### src/rtl/alu1_pkg.sv
package alu1_pkg;

  typedef enum logic [3:0] {
    OP_NOP  = 4'd0,
    OP_LD   = 4'd1,
    OP_LDC  = 4'd2,
    OP_AND  = 4'd3,
    OP_ANDC = 4'd4,
    OP_OR   = 4'd5,
    OP_ORC  = 4'd6,
    OP_XNOR = 4'd7,
    OP_XOR  = 4'd8,
    OP_ADD  = 4'd9,
    OP_ADDC = 4'd10,
    OP_SETC = 4'd11,
    OP_CLRC = 4'd12,
    OP_FLAG = 4'd13
  } alu1_op_e;

  // Per-step register writes and side-channel requests
  typedef struct packed {
    logic rr_we;
    logic rr_d;
    logic cy_we;
    logic cy_d;
    logic flag_en;
    logic both_we;
  } alu1_ctl_t;

endpackage

### src/rtl/alu1_fu.sv
module alu1_fu
  import alu1_pkg::*;
(
  input  logic [3:0] op_code,
  input  logic       bus_bit,
  input  logic       rr_q,
  input  logic       cy_q,
  output alu1_ctl_t  ctl
);

  logic     operand;
  logic     sum_b;
  logic     maj_b;
  alu1_op_e op;

  assign op = alu1_op_e'(op_code);

  // Complement variants invert the data bit before it reaches the gates
  always_comb begin
    case (op)
      OP_LDC, OP_ANDC, OP_ORC, OP_ADDC: operand = ~bus_bit;
      default:                          operand = bus_bit;
    endcase
  end

  // Full adder slice shared by add and add-complement
  assign sum_b = rr_q ^ operand ^ cy_q;
  assign maj_b = (rr_q & operand) | (rr_q & cy_q) | (operand & cy_q);

  always_comb begin
    ctl = '0;
    case (op)
      OP_LD, OP_LDC: begin
        ctl.rr_we = 1'b1;
        ctl.rr_d  = operand;
      end
      OP_AND, OP_ANDC: begin
        ctl.rr_we = 1'b1;
        ctl.rr_d  = rr_q & operand;
      end
      OP_OR, OP_ORC: begin
        ctl.rr_we = 1'b1;
        ctl.rr_d  = rr_q | operand;
      end
      OP_XNOR: begin
        ctl.rr_we = 1'b1;
        ctl.rr_d  = ~(rr_q ^ operand);
      end
      OP_XOR: begin
        ctl.rr_we = 1'b1;
        ctl.rr_d  = rr_q ^ operand;
      end
      OP_ADD, OP_ADDC: begin
        ctl.rr_we   = 1'b1;
        ctl.rr_d    = sum_b;
        ctl.cy_we   = 1'b1;
        ctl.cy_d    = maj_b;
        ctl.both_we = 1'b1;
      end
      OP_SETC: begin
        ctl.cy_we = 1'b1;
        ctl.cy_d  = 1'b1;
      end
      OP_CLRC: begin
        ctl.cy_we = 1'b1;
        ctl.cy_d  = 1'b0;
      end
      OP_FLAG: ctl.flag_en = 1'b1;
      default: ctl = '0;
    endcase
  end

endmodule

### src/rtl/alu1_flag_dec.sv
module alu1_flag_dec #(
  parameter int SEL_W = 3,
  localparam int N_OUT = 1 << SEL_W
) (
  input  logic             en,
  input  logic [SEL_W-1:0] sel,
  output logic [N_OUT-1:0] strobe
);

  for (genvar g = 0; g < N_OUT; g++) begin : g_line
    assign strobe[g] = en && (sel == SEL_W'(g));
  end

endmodule

### src/rtl/alu1_serial.sv
module alu1_serial
  import alu1_pkg::*;
#(
  parameter int FLAG_SEL_W = 3,
  localparam int N_FLAGS = 1 << FLAG_SEL_W
) (
  input  logic                  clk,
  input  logic                  rst,
  input  logic                  op_valid,
  output logic                  op_ready,
  input  logic [3:0]            op_code,
  input  logic                  bus_bit,
  input  logic [FLAG_SEL_W-1:0] flag_sel,
  output logic                  res_bit,
  output logic                  carry_bit,
  output logic [N_FLAGS-1:0]    flag_strobe,
  output logic                  carry_oe
);

  alu1_ctl_t          ctl;
  logic [N_FLAGS-1:0] dec_strobe;
  logic               take;
  logic               rr_q;
  logic               cy_q;
  logic [N_FLAGS-1:0] flag_q;
  logic               coe_q;

  assign op_ready = ~rst;
  assign take     = op_valid & op_ready;

  alu1_fu u_fu (
    .op_code (op_code),
    .bus_bit (bus_bit),
    .rr_q    (rr_q),
    .cy_q    (cy_q),
    .ctl     (ctl)
  );

  alu1_flag_dec #(.SEL_W(FLAG_SEL_W)) u_dec (
    .en     (ctl.flag_en),
    .sel    (flag_sel),
    .strobe (dec_strobe)
  );

  // All state moves on the falling edge
  always_ff @(negedge clk) begin
    if (rst) begin
      rr_q   <= 1'b0;
      cy_q   <= 1'b0;
      flag_q <= '0;
      coe_q  <= 1'b0;
    end else begin
      flag_q <= take ? dec_strobe : '0;
      coe_q  <= take & ctl.both_we;
      if (take && ctl.rr_we) rr_q <= ctl.rr_d;
      if (take && ctl.cy_we) cy_q <= ctl.cy_d;
    end
  end

  assign res_bit     = rr_q;
  assign carry_bit   = cy_q;
  assign flag_strobe = flag_q;
  assign carry_oe    = coe_q;

  // reset clears every register
  a_r1_reset_clear: assert property (@(negedge clk)
    rst |=> (!rr_q && !cy_q && flag_q == '0 && !coe_q));

  // no readiness while in reset
  a_r1_not_ready: assert property (@(negedge clk)
    rst |-> !op_ready);

  // loads and logic operations keep the carry
  a_r3_carry_kept: assert property (@(negedge clk) disable iff (rst)
    (take && op_code >= 4'd1 && op_code <= 4'd8) |=> $stable(cy_q));

  // carry set and clear
  a_r6_setc: assert property (@(negedge clk) disable iff (rst)
    (take && op_code == 4'd11) |=> (cy_q && $stable(rr_q)));
  a_r6_clrc: assert property (@(negedge clk) disable iff (rst)
    (take && op_code == 4'd12) |=> (!cy_q && $stable(rr_q)));

  // at most one strobe
  a_r9_onehot: assert property (@(negedge clk) disable iff (rst)
    $onehot0(flag_q));

  // both-register writes flagged after arithmetic only
  a_r10_coe: assert property (@(negedge clk) disable iff (rst)
    take |=> (coe_q == ($past(op_code) == 4'd9 || $past(op_code) == 4'd10)));

  // idle edges hold state
  a_r11_idle: assert property (@(negedge clk) disable iff (rst)
    !take |=> ($stable(rr_q) && $stable(cy_q) && flag_q == '0 && !coe_q));

endmodule

### config.mk
export PLATFORM = sky130hd
export DESIGN_NAME = alu1_serial
export DESIGN_NICKNAME = d
export VERILOG_FILES = /design/src/rtl/alu1_pkg.sv /design/src/rtl/alu1_fu.sv /design/src/rtl/alu1_flag_dec.sv /design/src/rtl/alu1_serial.sv
export SDC_FILE = /design/constraint.sdc
export NUM_CORES = 1
export LEC_CHECK = 0
export BUFFER_PORTS_ARGS = -buffer_cell sky130_fd_sc_hd__buf_2
export CAP_MARGIN = 20
export CORE_MARGIN = 10
export CORE_UTILIZATION = 40
export DETAILED_ROUTE_END_ITERATION = 16
export PLACE_DENSITY = 0.67
export SKIP_LAST_GASP = 1
export SLEW_MARGIN = 20
export SYNTH_ARGS = -nofsm -noshare
export SYNTH_HDL_FRONTEND = slang
export SYNTH_SLANG_ARGS = --single-unit
### constraint.sdc
create_clock -name clk -period 2.6 [get_ports clk]
set_input_delay 0.26 -clock clk [delete_from_list [all_inputs] [get_ports clk]]
set_output_delay 0.26 -clock clk [all_outputs]
set_load 0.01 [all_outputs]
## Word-level counts from Yosys, hierarchy flattened

Cells that the tools add are included.

| storage, ports and cells | value |
|---|---|
| register bits | 11 |
| latch bits | 0 |
| bits in writable memories | 0 |
| bits in read-only memories | 0 |
| input port bits | 11 |
| output and inout port bits | 12 |
| word-level logic and storage cells | 60 |
| memories kept | 0 |

| operators by class | value |
|---|---|
| add/sub/neg operators | 0 |
| multiply operators | 0 |
| div/mod/pow operators | 0 |
| magnitude comparators | 0 |
| equality and inequality tests | 20 |
| shift operators | 0 |
| mux-type cells | 5 |
| bitwise operators | 14 |
| reductions and logical operators | 17 |

Operator list:

| kind | count |
|---|---|
| equality test 4 bit (second input constant) | 6 |
| equality test 4 x 3 -> 1 bit (second input constant) | 4 |
| equality test 3 bit (second input constant) | 4 |
| one-hot mux 2 bit (6 select lines) | 1 |
| logical AND 1 bit | 10 |
| OR reduction 2 bit | 5 |
| equality test 4 x 2 -> 1 bit (second input constant) | 2 |
| equality test 3 x 2 -> 1 bit (second input constant) | 2 |
| one-hot mux 2 bit (3 select lines) | 1 |
| AND 1 bit | 5 |
| equality test 4 x 1 -> 1 bit (second input constant) | 1 |
| NOT 1 bit | 4 |
| OR reduction 4 bit | 1 |
| equality test 3 x 1 -> 1 bit (second input constant) | 1 |
| zero test 3 bit | 1 |
| 2-to-1 mux 1 bit | 3 |
| bitwise OR 1 bit | 3 |
| bitwise XOR 1 bit | 2 |

## Depth between registers and ports, before layout

| depth | value |
|---|---|
| depth in word-level cells | 8 |
| gate-level depth with buffers | 9 |

## Modules after synthesis

From an unflattened synthesis, not the netlist that was laid out.

| second synthesis, totals | value |
|---|---|
| cells, all modules | 76 |
| area, all modules | 698.2 sq um |

Modules (own cells, without submodules):

| module | instances | cells each | area each (sq um) |
|---|---|---|---|
| alu1_serial | 1 | 29 | 337.8 |
| alu1_fu | 1 | 39 | 264.0 |
| alu1_flag_dec | 1 | 8 | 96.3 |

==> metrics.md <==
| Metric | Value |
|---|---|
| Asr flop ratio synth | 0% |
| Post-route ant nets | 0 |
| Reg2Reg Setup Slack | 1.13 ns |
| Synth cell count leaders | 11 x dfxtp_1, 8 x nor2_1, 5 x inv_1, 5 x nand2b_1, 4 x buf_6 |
| Post-synth EDFFs | 0 |
| NumNets Final | 120 |
| Crit path arrival time | 1.74 ns |
| Synth cell types | 30 |
| P_int | 0.288 mW |
| Register area | 220 um^2 |
| Layout Utilization | 59.6% |
| Drt first pass iters | 4 |
| Post-route cell area | 887 um^2 |
| Worst Hold Class | reg2reg |
| Switching share of power | 32.1% |
| Top-count cell post-synth | dfxtp_1 |
| Routing usage on met2 | 13.8% |
| First-pass GRT wire length | 2.43 mm |
| Synth-to-Final Area Change | 41.8% |
| Failing checks | negative setup slack |
| Clk_lat worst skew | 0.33 ns |
| Logic pwr share | 17.7% |
| Total power | 0.424 mW |
| WS Path Type | in2reg |
| Critical Path RT | 1.50 ns |
| Final Slew Violations | 0 |
| Core Area | 1490 um^2 |
| Root buffer cell | clkbuf_4 |
| Post-synth top area cell | dfxtp_1 |
| Pre-CTS WS | -0.624 ns |
| Cell count after synthesis | 66 |
| CTS Buffer Depth | 2 |
| Top cell type's share of synthesized area | 35.2% |
| RR Endpoint | res_bit$_SDFFE_NP0P_ |
| Final setup margin | -0.240 ns |
| Synth Flop Type | dfxtp_1 |
| Slew margin rel. | 83.0% |
| Num rows | 14 |
| Critical path origin | op_code[3] |
| Met3 Resource Use GR | 5.36% |
| Crit path to | res_bit$_SDFFE_NP0P_ |
| Slowest stage cell, crit path | ha_1 |
| Avg Vias per Cell | 4.88 |
| Worst r2r src | res_bit$_SDFFE_NP0P_ |
| Most Crowded Layer GR | met2 |
| Die Wd | 59.5 um |
| Seq pwr share | 41.1% |
| H-tree Lvls | 1 |
| Synthesized net count | 79 |
| Clock share of power | 41.2% |
| FF+latch count, synth | 11 |
| Detailed Place HPWL | 1.10 mm |
| Largest cells by area after synthesis | dfxtp_1 35%, buf_6 7.2%, nand2b_1 5.0%, nor2_1 4.8%, fa_1 3.2% |
| FILL cells | 142 |
| Port buffer count | 22 |
| Worst r2r path cells | 5 |
| GRT met1 Usage | 8.39% |
| Die Ht | 59.5 um |
| PD cells | 478 nW/um^2 |
| CP Max Fanout | 2 |
| Hold_ws | 0.485 ns |
| Vias in the first global route | 606 |
| Peak VDD IR | 151 uV |
| GRT Util Overall | 8.69% |
| Final Non-Filler Cells | 122 |
| Placed cells | 106 |
| Vias | 595 |
| Worst slew pin tran | 0.253 ns |
| # setup viols final | 1 |
| Placer Congestion | 0.817 |
| Setup crit end kind | flip-flop |
| CTS Buf Count | 3 |
| Clock Skews | 0.00280 ns |
| GRT overflow | 0 |
| Antenna Cells | 0 |
| Die footprint | 3550 um^2 |
| Status | finished, violations left |
| Clock transition at the registers of the reported paths | 0.04 ns |
| Drt first-iter violations | 7 |
| Hold Vio Cnt, Final | 0 |
| Unrepaired setup endpoints after global routing | yes |
| Synthesized cell area | 626 um^2 |
| Crit-path cells | buf_6 > nand2b_4 > a21oi_4 > xor2_2 > ha_1 > and4b_2 > a311oi_2 > o22a_1 > a31oi_1 |
| Worst Setup Start Kind | primary input |
| Setup TNS | -0.240 ns |
| Initial antenna violation count | 0 |
| CP max stage delay | 0.30 ns |
| DRC Markers | 0 |
| Pin count of the biggest net entering global routing | 11 |
| WL final | 1.45 mm |
| P_leak | 0.463 nW |
| Cell area after placement | 767 um^2 |
| Multi-input logic area | 382 um^2 |
| Max-cap viol count | 0 |
| # IOs | 23 |
| Sw Pwr | 0.136 mW |
| CTS tree | built |
| Layout cell share with drive strength beyond 1 | 42.5% |
| Mean routed wirelength per cell | 11.9 um |
| Hold-fix buffers at CTS | 0 |
| Syn avg cell area | 9.48 um^2 |
| Starting density of the core | 42.0% |
| Seq/Total Area, Yosys | 35.2% |
| Total clock sinks | 11 |
| YS warnings | 0 |
-- registers in the layout, summed over array words and instances (netlist names) --
signal,count
flag_strobe,8
carry_bit,1
carry_oe,1
res_bit,1
-- placed cells by master (no fill, tap or decap), drive strengths merged, types with 2 or more instances in the layout --
master and n:
xor2 2, inv 16, nor2 9, and4bb 2
nand2 3, nand2b 5, o21ai 4, clkbuf 3
dfxtp 11, nor3 2, buf 30, and4b 2
a21oi 3, a311oi 2
-- critical path: cells and delay by family --
| kind | cells | cell delay (ns) |
|---|---|---|
| AO/OA/AOI/OAI | 4 | 0.63 |
| XOR/XNOR | 1 | 0.10 |
| adder cells (fa/ha/maj) | 1 | 0.30 |
| buffers and inverters | 1 | 0.09 |
| AND/OR/NAND/NOR | 2 | 0.37 |
-- power groups by stage --
stage / Sequential (mW) / Combinational, mW / Clock (mW)
detailed placement: 0.177 / 0.0660 / 0.0284
finish: 0.174 / 0.0752 / 0.175
CTS: 0.174 / 0.0723 / 0.179
global route: 0.174 / 0.0844 / 0.201
global placement: 0.177 / 0.0652 / 0.0284
floorplan: 0.177 / 0.0436 / 0.0284
-- metal layers --
layer  share of wire [%]  routed length [um]
met4                 1.4                  20
met5                   0                   0
met2                  50                 730
met3                  11                 156
met1                  37                 540
-- area by class of cell --
class | count | area share, %
multi-input cells | 46 | 43.0
flip-flops and latches | 11 | 24.8
repair buffers | 30 | 20.6
clock inverters | 12 | 5.08
clock buffers | 3 | 2.54
well taps | 16 | 2.26
inverters | 4 | 1.69
-- logic make-up after synthesis --
kind of cell	count (synthesis)	synth area share (%)
adder cells (fa/ha/maj)	2	5.20
AO/OA/AOI/OAI	14	15.8
AND/OR/NAND/NOR	27	29.4
flip-flops	11	35.2
buffers and inverters	9	10.2
XOR/XNOR	3	4.20
-- worst min path at each step --
stage / startpoint / end / cells after the start
floorplan: carry_bit$_SDFFE_NP0P_ / carry_bit$_SDFFE_NP0P_ / 2
global placement: carry_bit$_SDFFE_NP0P_ / carry_bit$_SDFFE_NP0P_ / 2
detailed placement: carry_bit$_SDFFE_NP0P_ / carry_bit$_SDFFE_NP0P_ / 2
CTS: carry_bit$_SDFFE_NP0P_ / carry_bit$_SDFFE_NP0P_ / 2
global route: carry_bit$_SDFFE_NP0P_ / carry_bit$_SDFFE_NP0P_ / 2
finish: carry_bit$_SDFFE_NP0P_ / carry_bit$_SDFFE_NP0P_ / 2
-- repair_timing --
action / CTS / global route
endpoints found under the hold margin: 0 / 0
gates resized for setup: 6 / 1
pin swaps: 6 / 6
endpoints found under the setup margin: 1 / 1
buffers inserted: 0 / 2
Power figures use the tool's default switching activity.
